--- config.mk ---
export PLATFORM = sky130hd
export DESIGN_NAME = ldaddr_seq
export DESIGN_NICKNAME = d
export VERILOG_FILES = /design/src/rtl/ldseq_pkg.sv /design/src/rtl/ldseq_agen.sv /design/src/rtl/ldseq_ctrl.sv /design/src/rtl/ldseq_wport.sv /design/src/rtl/ldaddr_seq.sv
export SDC_FILE = /design/constraint.sdc
export NUM_CORES = 1
export LEC_CHECK = 0
export ABC_AREA = 1
export BUFFER_PORTS_ARGS = -buffer_cell sky130_fd_sc_hd__buf_2
export CAP_MARGIN = 25
export CORE_MARGIN = 2
export CORE_UTILIZATION = 48
export CTS_CLUSTER_DIAMETER = 150
export DETAILED_ROUTE_END_ITERATION = 7
export HOLD_SLACK_MARGIN = 0.02
export PLACE_DENSITY = 0.79
export SYNTH_ARGS = -nofsm -noshare
export SYNTH_HDL_FRONTEND = slang
export SYNTH_SLANG_ARGS = --single-unit
--- constraint.sdc ---
create_clock -name clk -period 2.5 [get_ports clk]
set_input_delay 0.25 -clock clk [delete_from_list [all_inputs] [get_ports clk]]
set_output_delay 0.25 -clock clk [all_outputs]
set_load 0.01 [all_outputs]
--- src/rtl/ldseq_pkg.sv ---
package ldseq_pkg;
  typedef enum logic [1:0] {
    MD_BASE     = 2'd0,
    MD_INDEX    = 2'd1,
    MD_UPDATE   = 2'd2,
    MD_INDIRECT = 2'd3
  } ld_mode_e;

  typedef enum logic [2:0] {
    S_IDLE  = 3'd0,
    S_ADDR  = 3'd1,
    S_READ1 = 3'd2,
    S_READ2 = 3'd3,
    S_WB    = 3'd4
  } ld_state_e;
endpackage

--- src/rtl/ldseq_agen.sv ---
module ldseq_agen
  import ldseq_pkg::*;
#(
  parameter int DW = 32,
  parameter int OW = 16
) (
  input  ld_mode_e        mode,
  input  logic [DW-1:0]   base,
  input  logic [DW-1:0]   index,
  input  logic [OW-1:0]   off,
  output logic [DW-1:0]   sum
);
  localparam int EXT_W = DW - OW;

  logic [DW-1:0] off_ext;
  logic [DW-1:0] addend;

  // offset widened with its sign bit
  assign off_ext = {{EXT_W{off[OW-1]}}, off};
  // two-register mode uses the index, every other mode the offset
  assign addend  = (mode == MD_INDEX) ? index : off_ext;
  assign sum     = base + addend;
endmodule

--- src/rtl/ldseq_ctrl.sv ---
module ldseq_ctrl
  import ldseq_pkg::*;
(
  input  logic      clk,
  input  logic      rst_n,
  input  logic      start,
  input  logic      two_reads,
  output ld_state_e st,
  output logic      done
);
  ld_state_e st_nx;

  always_comb begin
    st_nx = st;
    unique case (st)
      S_IDLE:  if (start) st_nx = S_ADDR;
      S_ADDR:  st_nx = S_READ1;
      S_READ1: st_nx = two_reads ? S_READ2 : S_WB;
      S_READ2: st_nx = S_WB;
      S_WB:    st_nx = S_IDLE;
      default: st_nx = S_IDLE;
    endcase
  end

  always_ff @(posedge clk or negedge rst_n) begin
    if (!rst_n) begin
      st   <= S_IDLE;
      done <= 1'b0;
    end else begin
      st   <= st_nx;
      done <= (st == S_WB);
    end
  end

  // second read only directly after the first
  p_read2_follows_read1_r6: assert property (@(posedge clk) disable iff (!rst_n)
    st == S_READ2 |-> $past(st) == S_READ1);
  // completion is a single-cycle pulse
  p_done_one_cycle_r8: assert property (@(posedge clk) disable iff (!rst_n)
    done |=> !done);
  // a new operation only starts from idle
  p_addr_from_idle_r1: assert property (@(posedge clk) disable iff (!rst_n)
    st == S_ADDR |-> $past(st) == S_IDLE && $past(start));
endmodule

--- src/rtl/ldseq_wport.sv ---
module ldseq_wport
  import ldseq_pkg::*;
#(
  parameter int DW = 32,
  parameter int RW = 5
) (
  input  logic          clk,
  input  logic          rst_n,
  input  logic          wr_now,
  input  ld_mode_e      mode,
  input  logic [RW-1:0] dst,
  input  logic [RW-1:0] upd_id,
  input  logic [DW-1:0] load_word,
  input  logic [DW-1:0] upd_val,
  output logic          wa_en,
  output logic [RW-1:0] wa_id,
  output logic [DW-1:0] wa_data,
  output logic          wb_en,
  output logic [RW-1:0] wb_id,
  output logic [DW-1:0] wb_data
);
  logic id_clash;

  assign id_clash = (dst == upd_id);

  assign wa_en   = wr_now;
  assign wa_id   = dst;
  assign wa_data = load_word;

  // base write-back only in update mode, dropped when it targets the destination
  assign wb_en   = wr_now && (mode == MD_UPDATE) && !id_clash;
  assign wb_id   = upd_id;
  assign wb_data = upd_val;

  p_upd_with_load_r4: assert property (@(posedge clk) disable iff (!rst_n)
    wb_en |-> wa_en);
  p_no_dual_same_reg_r5: assert property (@(posedge clk) disable iff (!rst_n)
    wb_en |-> wb_id != wa_id);
endmodule

--- src/rtl/ldaddr_seq.sv ---
module ldaddr_seq
  import ldseq_pkg::*;
#(
  parameter int DW = 32,
  parameter int OW = 16,
  parameter int RW = 5
) (
  input  logic          clk,
  input  logic          rst_n,
  input  logic          req_valid,
  output logic          req_ready,
  input  logic [1:0]    req_mode,
  input  logic [DW-1:0] req_base,
  input  logic [DW-1:0] req_index,
  input  logic [OW-1:0] req_off,
  input  logic [RW-1:0] req_dst,
  input  logic [RW-1:0] req_upd_id,
  output logic          mem_rd,
  output logic [DW-1:0] mem_addr,
  input  logic [DW-1:0] mem_rdata,
  output logic          wa_en,
  output logic [RW-1:0] wa_id,
  output logic [DW-1:0] wa_data,
  output logic          wb_en,
  output logic [RW-1:0] wb_id,
  output logic [DW-1:0] wb_data,
  output logic          done
);
  localparam int LSB_DROP = 2;

  ld_state_e     st;
  ld_mode_e      mode_q;
  logic [DW-1:0] base_q, index_q, ea_q, ea_w;
  logic [OW-1:0] off_q;
  logic [RW-1:0] dst_q, upd_q;
  logic          accept;
  logic [DW-1:0] addr_raw;

  assign req_ready = (st == S_IDLE);
  assign accept    = req_valid && req_ready;

  always_ff @(posedge clk or negedge rst_n) begin
    if (!rst_n) begin
      mode_q  <= MD_BASE;
      base_q  <= '0;
      index_q <= '0;
      off_q   <= '0;
      dst_q   <= '0;
      upd_q   <= '0;
      ea_q    <= '0;
    end else begin
      if (accept) begin
        mode_q  <= ld_mode_e'(req_mode);
        base_q  <= req_base;
        index_q <= req_index;
        off_q   <= req_off;
        dst_q   <= req_dst;
        upd_q   <= req_upd_id;
      end
      if (st == S_ADDR) ea_q <= ea_w;
    end
  end

  ldseq_agen #(.DW(DW), .OW(OW)) i_agen (
    .mode (mode_q),
    .base (base_q),
    .index(index_q),
    .off  (off_q),
    .sum  (ea_w)
  );

  ldseq_ctrl i_ctrl (
    .clk      (clk),
    .rst_n    (rst_n),
    .start    (accept),
    .two_reads(mode_q == MD_INDIRECT),
    .st       (st),
    .done     (done)
  );

  // second read takes the pointer straight from the returned word
  assign mem_rd   = (st == S_READ1) || (st == S_READ2);
  assign addr_raw = (st == S_READ2) ? mem_rdata : ea_q;
  assign mem_addr = {addr_raw[DW-1:LSB_DROP], {LSB_DROP{1'b0}}};

  ldseq_wport #(.DW(DW), .RW(RW)) i_wport (
    .clk      (clk),
    .rst_n    (rst_n),
    .wr_now   (st == S_WB),
    .mode     (mode_q),
    .dst      (dst_q),
    .upd_id   (upd_q),
    .load_word(mem_rdata),
    .upd_val  (ea_q),
    .wa_en    (wa_en),
    .wa_id    (wa_id),
    .wa_data  (wa_data),
    .wb_en    (wb_en),
    .wb_id    (wb_id),
    .wb_data  (wb_data)
  );

  p_addr_aligned_r7: assert property (@(posedge clk) disable iff (!rst_n)
    mem_rd |-> mem_addr[1:0] == 2'b00);
  p_busy_not_ready_r1: assert property (@(posedge clk) disable iff (!rst_n)
    (mem_rd || wa_en || done) |-> !req_ready || done);
  p_done_after_write_r8: assert property (@(posedge clk) disable iff (!rst_n)
    wa_en |=> done);
  p_write_after_read_r8: assert property (@(posedge clk) disable iff (!rst_n)
    wa_en |-> $past(mem_rd));
endmodule

# After elaboration in Yosys (flattened, before gate mapping)

Index checks and enable logic that the tools add are counted.

Register bits: 128
Input port bits: 127
Output and inout bits: 111
Logic and storage cells: 30

Add/sub/neg operators: 1
Equal/unequal tests: 9
Muxes and demuxes: 5
Reduce and logical (&&, ||, !) cells: 6

Operators by type and width:

| kind                                                                     | number |
|---|---|
| 32-bit two-way mux                                                       | 2 |
| 32-bit adder                                                             | 1 |
| 3-bit one-hot mux with 4 select lines                                    | 1 |
| 3-bit by 2-bit equality test with 1-bit output (second input constant)   | 2 |
| 3-bit two-way mux                                                        | 2 |
| 5-bit equality test                                                      | 1 |
| 2-bit equality test (second input constant)                              | 2 |
| 3-bit by 1-bit equality test with 1-bit output (second input constant)   | 1 |
| 3-bit equality test (second input constant)                              | 1 |
| 1-bit logical AND                                                        | 3 |
| 3-bit zero test                                                          | 1 |
| 2-bit by 1-bit equality test with 1-bit output (second input constant)   | 1 |
| 2-bit by 1-bit inequality test with 1-bit output (second input constant) | 1 |
| 1-bit zero test                                                          | 1 |
| 1-bit logical OR                                                         | 1 |

# Depth between registers and ports, before layout

Gate-level depths: netlist of run 1.

Depth after elaboration: 4
Gate-level depth with buffers: 18
Depth with buffers taken out: 17

# Cells and area by module

From an unflattened synthesis of run 1, not the netlist that was laid out.

Cells, all modules: 1340
Area total of the unflattened synthesis: 9054.9 um^2

Modules (own cells, without submodules):

| module      | instances | cells an instance | area each (um^2) | seq. area each (um^2) |
|---|---|---|---|---|
| ldaddr_seq  | 1         | 661               | 5469.0           | 3103.0 |
| ldseq_agen  | 1         | 566               | 2752.6           | 0.0 |
| ldseq_wport | 1         | 93                | 650.6            | 0.0 |
| ldseq_ctrl  | 1         | 20                | 182.7            | 100.1 |

# Worst setup path before layout of run 1

No wires, ideal clock.

Kind: register -> register
Start point: register mode_q[0]
End point: register ea_q[12]
Setup time: 0.126 ns
Arrival time: 2.395 ns
Required time: 2.374 ns
Slack: -0.021 ns
Stages on the path, launching flop included: 15
Path buffers: 1
Clock period less this slack: 2.521 ns
Cell sequence: dfrtp_1 > nand2_2 > clkbuf_1 > mux2_2 > ha_1 > inv_1 > fa_1 > inv_1 > nand3_1 > nand3_1 > nand2_1 > nand3_1 > or2_2 > nand3_1 > o21ai_0

Word-level cells in the longest chain between the ends: 3

RTL lines:

| what                                           | RTL line         | text |
|---|---|---|
| start, declared                                | ldaddr_seq.sv:32 | `ld_mode_e mode_q;` |
| start signal, assigned                         | ldaddr_seq.sv:53 | `mode_q <= ld_mode_e'(req_mode);` |
| 2-bit by 1-bit equality test with 1-bit output | ldseq_agen.sv:21 | `assign addend = (mode == MD_INDEX) ? index : off_ext;` |
| 32-bit two-way mux                             | ldseq_agen.sv:21 |  |
| 32-bit adder                                   | ldseq_agen.sv:22 | `assign sum = base + addend;` |
| end signal, assigned                           | ldaddr_seq.sv:60 | `if (st == S_ADDR) ea_q <= ea_w;` |
| end, declared                                  | ldaddr_seq.sv:33 | `logic [DW-1:0] base_q, index_q, ea_q, ea_w;` |

Every way passes these cells.
A chain may end at the register's enable or synchronous reset.

# Worst setup path after layout of run 1

Start point: register mode_q[0]
End point: register ea_q[30]

The elaborated chain is that of the path after synthesis.

==> results of run 1 <==
cell families (layout without fill, tap and decap cells):
group | Yosys count | in the layout
mux | 117 | 117
flops | 128 | 128
simple gates | 421 | 421
other cells | 1 | 2
compound gates | 86 | 86
xor+xnor | 8 | 8
fa+ha+maj | 35 | 35
buf+inv | 214 | 467
worst reg2reg max path, delay by kind of cell, from the launching register on:
kind	cells	cell delay, ps
DFF	1	400
muxes	1	370
buffers and inverters	1	150
and+or+nand+nor	12	1110
adders and majority gates	1	300
cells in the final DEF, fill, tap and decap left out, types with 9 or more instances in the layout:
cell type / n
o21ai_1: 9
buf_4: 44
o21ai_0: 26
clkbuf_16: 17
ha_4: 23
dfrtp_1: 128
inv_1: 150
nor2_2: 13
mux2_2: 105
nand2_1: 265
nand3_1: 48
buf_2: 230
nand2_2: 15
a21oi_1: 40
nor2_1: 48
mux2_4: 12
worst min-delay path by stage:
stage / startpoint / to / slack (ps) / cells past startpoint
after floorplan: rst_n / base_q[0] / -50 / 0
after global placement: rst_n / index_q[0] / 260 / 1
after detailed placement: rst_n / off_q[11] / 260 / 1
after CTS: req_index[14] / index_q[14] / 40 / 2
after global routing: req_index[31] / index_q[31] / 40 / 2
final: req_index[14] / index_q[14] / 60 / 2
sequential cells by signal, summed over array words and instances (netlist names):
register and count:
mode_q 2, ea_q 32, dst_q 5, i_ctrl.done 1
index_q 32, i_ctrl.st 3, off_q 16, base_q 32
upd_q 5
metal layers:
layer | vias to the layer above | wire length (µm) | global-route usage (%)
met2 | 287 | 10700 | 42.3
met4 | 0 | 535 | 8.62
met1 | 3399 | 9970 | 31.9
met3 | 39 | 1520 | 4.90
li1 | 3660 | - | -
met5 | - | 0 | 0
stage by stage:
stage               utilization [%]  instances  cell area, µm²
finish                         64.3       1484           10700
global route                   64.3       1484           10700
global placement               57.8       1449            9660
floorplan                         -       1011            8270
detailed placement             57.8       1449            9660
CTS                            61.9       1482           10300
layout make-up:
class | instances | area, µm² | area share, %
Multi-Input combinational cell | 669 | 4500 | 41.9
Inverter | 156 | 586 | 5.45
Clock inverter | 15 | 180 | 1.68
Sequential cell | 128 | 3200 | 29.8
Clock buffer | 17 | 425 | 3.96
Tap cell | 220 | 275 | 2.56
Timing Repair Buffer | 279 | 1570 | 14.6
timing repair:
action | 4_1_cts | 5_1_grt
resized for setup | 12 | 85
setup buffers | 0 | 2
hold buffers | 1 | 0
endpoints found under the hold margin | 36 | 0
cloned | 0 | 0
endpoints found under the setup margin | 14 | 26
pin swaps | 0 | 8
==> results.md, run 1 <==
* Status: completed
* GP Congestion at about 0.92
* Setup crit end: ea_q[30]
* Sequential-to-total area share from yosys stat at about two fifths
* Cell area after synthesis at ~8300 µm²
* Final slew viol count at 0
* Fillers at approximately 1400
* Critical-path cell list: nand2_4 -> buf_12 -> mux2_2 -> ha_4 -> nand2_1 -> nor2_2 -> nand2_1 -> nand3_1 -> nand2_1 -> nand2_2 -> nand2_1 -> nand2_1 -> nand2_1 -> nand3_1 -> nand2_1
* Routed Antenna Nets at 0
* Top-count cell post-synth: nand2_1
* Worst-skew pair later-pin latency at 420 ps
* IO Count at about 240
* Nets at 1413
* Die ar. at roughly 18000 µm²
* Worst hold path type: in -> reg
* Num CTS Buffers at 17
* Levels on crit path at 15
* CP dominant cell by count: nand2_1
* CTS tree: yes
* Core area at 16700 µm²
* Hold WS at between 50 and 60 ps
* Worst Skew at 8.02 ps
* Crit path time final at 2440 ps
* CP max FO at 12
* Via-to-Cell Ratio at between 4 and 5
* Total grt overflow at 0
* Reg-to-reg endpoint: ea_q[30]
* Worst setup startpoint: mode_q[0]
* Complex-gate fraction of the synthesized area at 5.40%
* Antenna violations before repair at 0
* Gr usage total at 24.9%
* Routed wire per std cell at 15.3 µm
* Width of the die at 135 µm
* Clock buffer depth at 2
* Final setup vio count at 0
* Synth Register Bits at roughly 130
* Simple-gate share of the synthesized area at between 20% and 30%
* Pin count of the biggest net entering global routing at 57
* Post-synth top area cell: dfrtp_1
* Clk sinks at ~130
* Layout area overhead at 29.9%
* Critical path's top delay family: simple AND/OR/NAND/NOR gates
* Endpoint class of the critical path: register
* Max-Cap Viols at 0
* Synth async-reset ratio at 100%
* I/O Buffers at 231
* Adder-cell share of the synthesized area at under 10%
* Starting DRT DRC Count at about 370
* Setup TNS at 0 ps
* Critical path arrival at 2750 ps
* Commonest cells in the netlist: 278 x nand2_1, 155 x inv_1, 128 x dfrtp_1
* Number of flops mapped to enable cells by yosys at 0
* Post-Syn Area per Cell at 8.18 µm²
* DPL Wire Length at ~17 mm
* Critical path data required time at 2810 ps
* Yosys top cell area share at 38.7%
* # rows at 47
* Critical path's largest stage delay at 400 ps
* Synth area leaders: dfrtp_1 39%, mux2_2 15%, nand2_1 13%
* Worst path slowest cell: dfrtp_1
* Mux share of post-synthesis cell area at 16.3%
* Total Wirelength at approximately 23 mm
* Fmax at between 400 and 500 MHz
* Fraction of synthesized cell area in xor and xnor cells at 0.848%
* Place WS at -119 ps
* Clk slew on worst S/H paths at ~60 ps
* CP Class: reg -> reg
* Ys Warns at 0
* Rel. slew slack at 53.5%
* Hold Violations, Final at 0
* Final worst path period share at 97.6%
* FF-to-FF path depth at 15
* RSZ-0062 raised after global routing: yes
* Yosys cell types at 34
* Vias in the first global route at 7179
* Synthesized instance count at around 1000
* Wire length of the first global-routing pass at between 30 and 40 mm
* Clock Root Buffer: clkbuf_16
* Layout cell share with drive strength beyond 1 at between 40% and 50%
* Worst r2r src: mode_q[0]
* DRT Pass-1 Iters at 5
* Startpoint types: register
* Die H at 135 µm
* DRC at 0
* Total number of vias at 7385
* R2R setup slack at 60 ps
* # H-tree levels at 4
* Diode count at 0
* Ys flop type: dfrtp_1
* Largest family of logic cells by synthesized area: simple AND/OR/NAND/NOR gates
* Least-Margin Pin Slew at about 700 ps
* Buffer and inverter count on the worst path at 1
* Initial Util at 49.5%
* Worst setup margin at 59.9 ps
Power of run 1 is not shown: default switching activity piles up to over one toggle a cycle in this logic, so the estimate is an artifact.
==> inputs of run 2 (changes only) <==
==> constraint.sdc (replaced) <==
create_clock -name clk -period 2.5 [get_ports clk]
set_input_delay 0.5 -clock clk [delete_from_list [all_inputs] [get_ports clk]]
set_output_delay 0.5 -clock clk [all_outputs]
set_load 0.01 [all_outputs]
==> run 2 against run 1 <==
  * The flow now finishes with violations (negative setup slack)
  * Non-clock buffer count grew 5
  * Utilization grew 2.5 points
  * Global-route usage shrank 0.19 points
  * Critical endpoint is now ea_q[29]
  * Highest routed layer unchanged
==> results.md, run 2 (synthesis results as in run 1) <==
* Status: finished with violations (was completed)
* Failing checks: negative setup slack
* Pin count of the biggest net entering global routing at 100 (was 57)
* Routed Antenna Nets at 0 (unchanged)
* Critical path data required time at 2810 ps (about the same)
* Post-layout util at 66.8% (was 64.3%)
* Most frequent cells in the layout: 238 x nand2_1, 230 x buf_2, 147 x inv_1, 128 x dfrtp_1, 102 x mux2_2 (was 265 x nand2_1, 230 x buf_2, 150 x inv_1, 128 x dfrtp_1, 105 x mux2_2)
* Fmax at 399 MHz (was 410 MHz)
* DPL Wire Length at 17.1 mm (was 17.3 mm)
* Max-Cap Viols at 0 (unchanged)
* Worst setup startpoint: mode_q[1] (was mode_q[0])
* Vias in the first global route at 7183 (was 7179)
* DRT Pass-1 Iters at 6 (was 5)
* Via-to-Cell Ratio at 5.07 (was 4.98)
* Routed wire per std cell at 16.1 µm (was 15.3 µm)
* Startpoint types: register (unchanged)
* # rows at 47 (unchanged)
* Gr usage total at 24.7% (was 24.9%)
* RSZ-0062 raised after global routing: yes (unchanged)
* GP Congestion at 0.934 (was 0.924)
* Worst r2r src: mode_q[1] (was mode_q[0])
* IO Count at 238 (unchanged)
* CTS tree: yes (unchanged)
* Least-Margin Pin Slew at 680 ps (was 697 ps)
* Clock buffer depth at 2 (unchanged)
* Starting DRT DRC Count at 433 (was 365)
* Place WS at -160 ps (was -119 ps)
* Worst-skew pair later-pin latency at 420 ps (about the same)
* Hold WS at 78.7 ps (was 56.2 ps)
* Nets at 1418 (was 1413)
* Critical path arrival at 2810 ps (was 2750 ps)
* Clk sinks at 128 (unchanged)
* Clock Root Buffer: clkbuf_16 (unchanged)
* Rel. slew slack at 54.6% (was 53.5%)
* Worst hold path type: in -> async (was in -> reg)
* Final slew viol count at 0 (unchanged)
* Final setup vio count at 1 (was 0)
* CP max FO at 6 (was 12)
* Num CTS Buffers at 17 (unchanged)
* Hold_buf cts at 0 (was 1)
* Cells after DPL at 1443 (was 1449)
* Antenna violations before repair at 0 (unchanged)
* Fin cells at 1489 (was 1484)
* Commonest non-fill, non-tap cell in the layout: nand2_1 (unchanged)
* Layout area overhead at 34.9% (was 29.9%)
* Total grt overflow at 0 (unchanged)
* Wire length of the first global-routing pass at 35.3 mm (was 35.1 mm)
* Leading registers by flop count: base_q x32, ea_q x32, index_q x32 (unchanged)
* I/O Buffers at 231 (unchanged)
* Total Wirelength at 24.0 mm (was 22.7 mm)
* Width of the die at 135 µm (unchanged)
* Layout cell share with drive strength beyond 1 at 44.5% (was 40.6%)
* Core area at 16700 µm² (unchanged)
* Crit path time final at 2510 ps (was 2440 ps)
* Worst setup margin at -8.77 ps (was 59.9 ps)
* DRC at 0 (unchanged)
* Hold Violations, Final at 0 (unchanged)
* Die ar. at 18300 µm² (unchanged)
* # H-tree levels at 4 (unchanged)
* Total number of vias at 7545 (was 7385)
* Endpoint class of the critical path: register (unchanged)
* Clk slew on worst S/H paths at 60 ps (about the same)
* Die H at 135 µm (unchanged)
* Initial Util at 49.5% (unchanged)
* Final worst path period share at 100% (was 97.6%)
* Worst Skew at 8.50 ps (was 8.02 ps)
* Diode count at 0 (unchanged)
* CP Class: reg -> reg (unchanged)
[run 2: cell types whose count changed in the layout (fill, tap and decap cells not counted), sizes merged]
| cell | previous run | this run |
|---|---|---|
| clkbuf | 17 | 26 |
| inv | 161 | 156 |
| buf | 278 | 282 |
| clkinv | 4 | 3 |
| clkinvlp | 3 | 2 |
| dlygate4sd3 | 1 | 0 |
[run 2: metal layers]
layer | vias to the layer above | wire [µm] | GRT usage, %
met3 | 30 | 1560 | 4.15
met4 | 0 | 387 | 6.94
met5 | - | 0 | 0
li1 | 3665 | - | -
met1 | 3537 | 10400 | 33.1
met2 | 313 | 11700 | 41.5
[run 2: what timing repair did]
item	4_1_cts	5_1_grt
pin swaps	3	23
buffers inserted	0	12
resized for setup	29	149
setup endpoints to repair	19	27
gates cloned	0	2
[run 2: critical path: stages, from the launching register on]
cell and delay [ps]:
dfrtp_1 390, inv_2 80, nand2_4 100, clkbuf_16 190, mux2_4 320, ha_4 310
nand2_4 70, buf_4 130, nor3_1 210, nand2_1 90, nand2_2 100, nand2_1 100
nand2_1 70, nand2_1 40, nand3_1 100, nand2_1 60
[run 2: layout make-up]
class                      instances  area, µm²
clock buffer                      24        492
inverter                         156        586
clock inverter                     8        128
tap                              220        275
fill                            1267       5550
multi-input combinational        669       4790
timing repair buffer             284       1680
sequential                       128       3200
[run 2: per-stage QoR]
step                instance area (µm²)  setup TNS (ps)
CTS                               10400           -17.9
floorplan                          8270               0
global route                      11200            -995
finish                            11200           -8.77
global placement                   9650            -527
detailed placement                 9650           -1290
[run 2: worst paths after layout]
path / end / slack, ps / depth (start not counted)
worst max-delay path: ea_q[29] / -9 / 15
worst min-delay path: off_q[1] / 80 / 1
worst max register to register: ea_q[29] / -9 / 15
worst min register to register: ea_q[0] / 490 / 2
max in group asynchronous: ea_q[21] / 1730 / 2
min in group clk: upd_q[3] / 300 / 2
Power of run 2 is left out for the same reason.
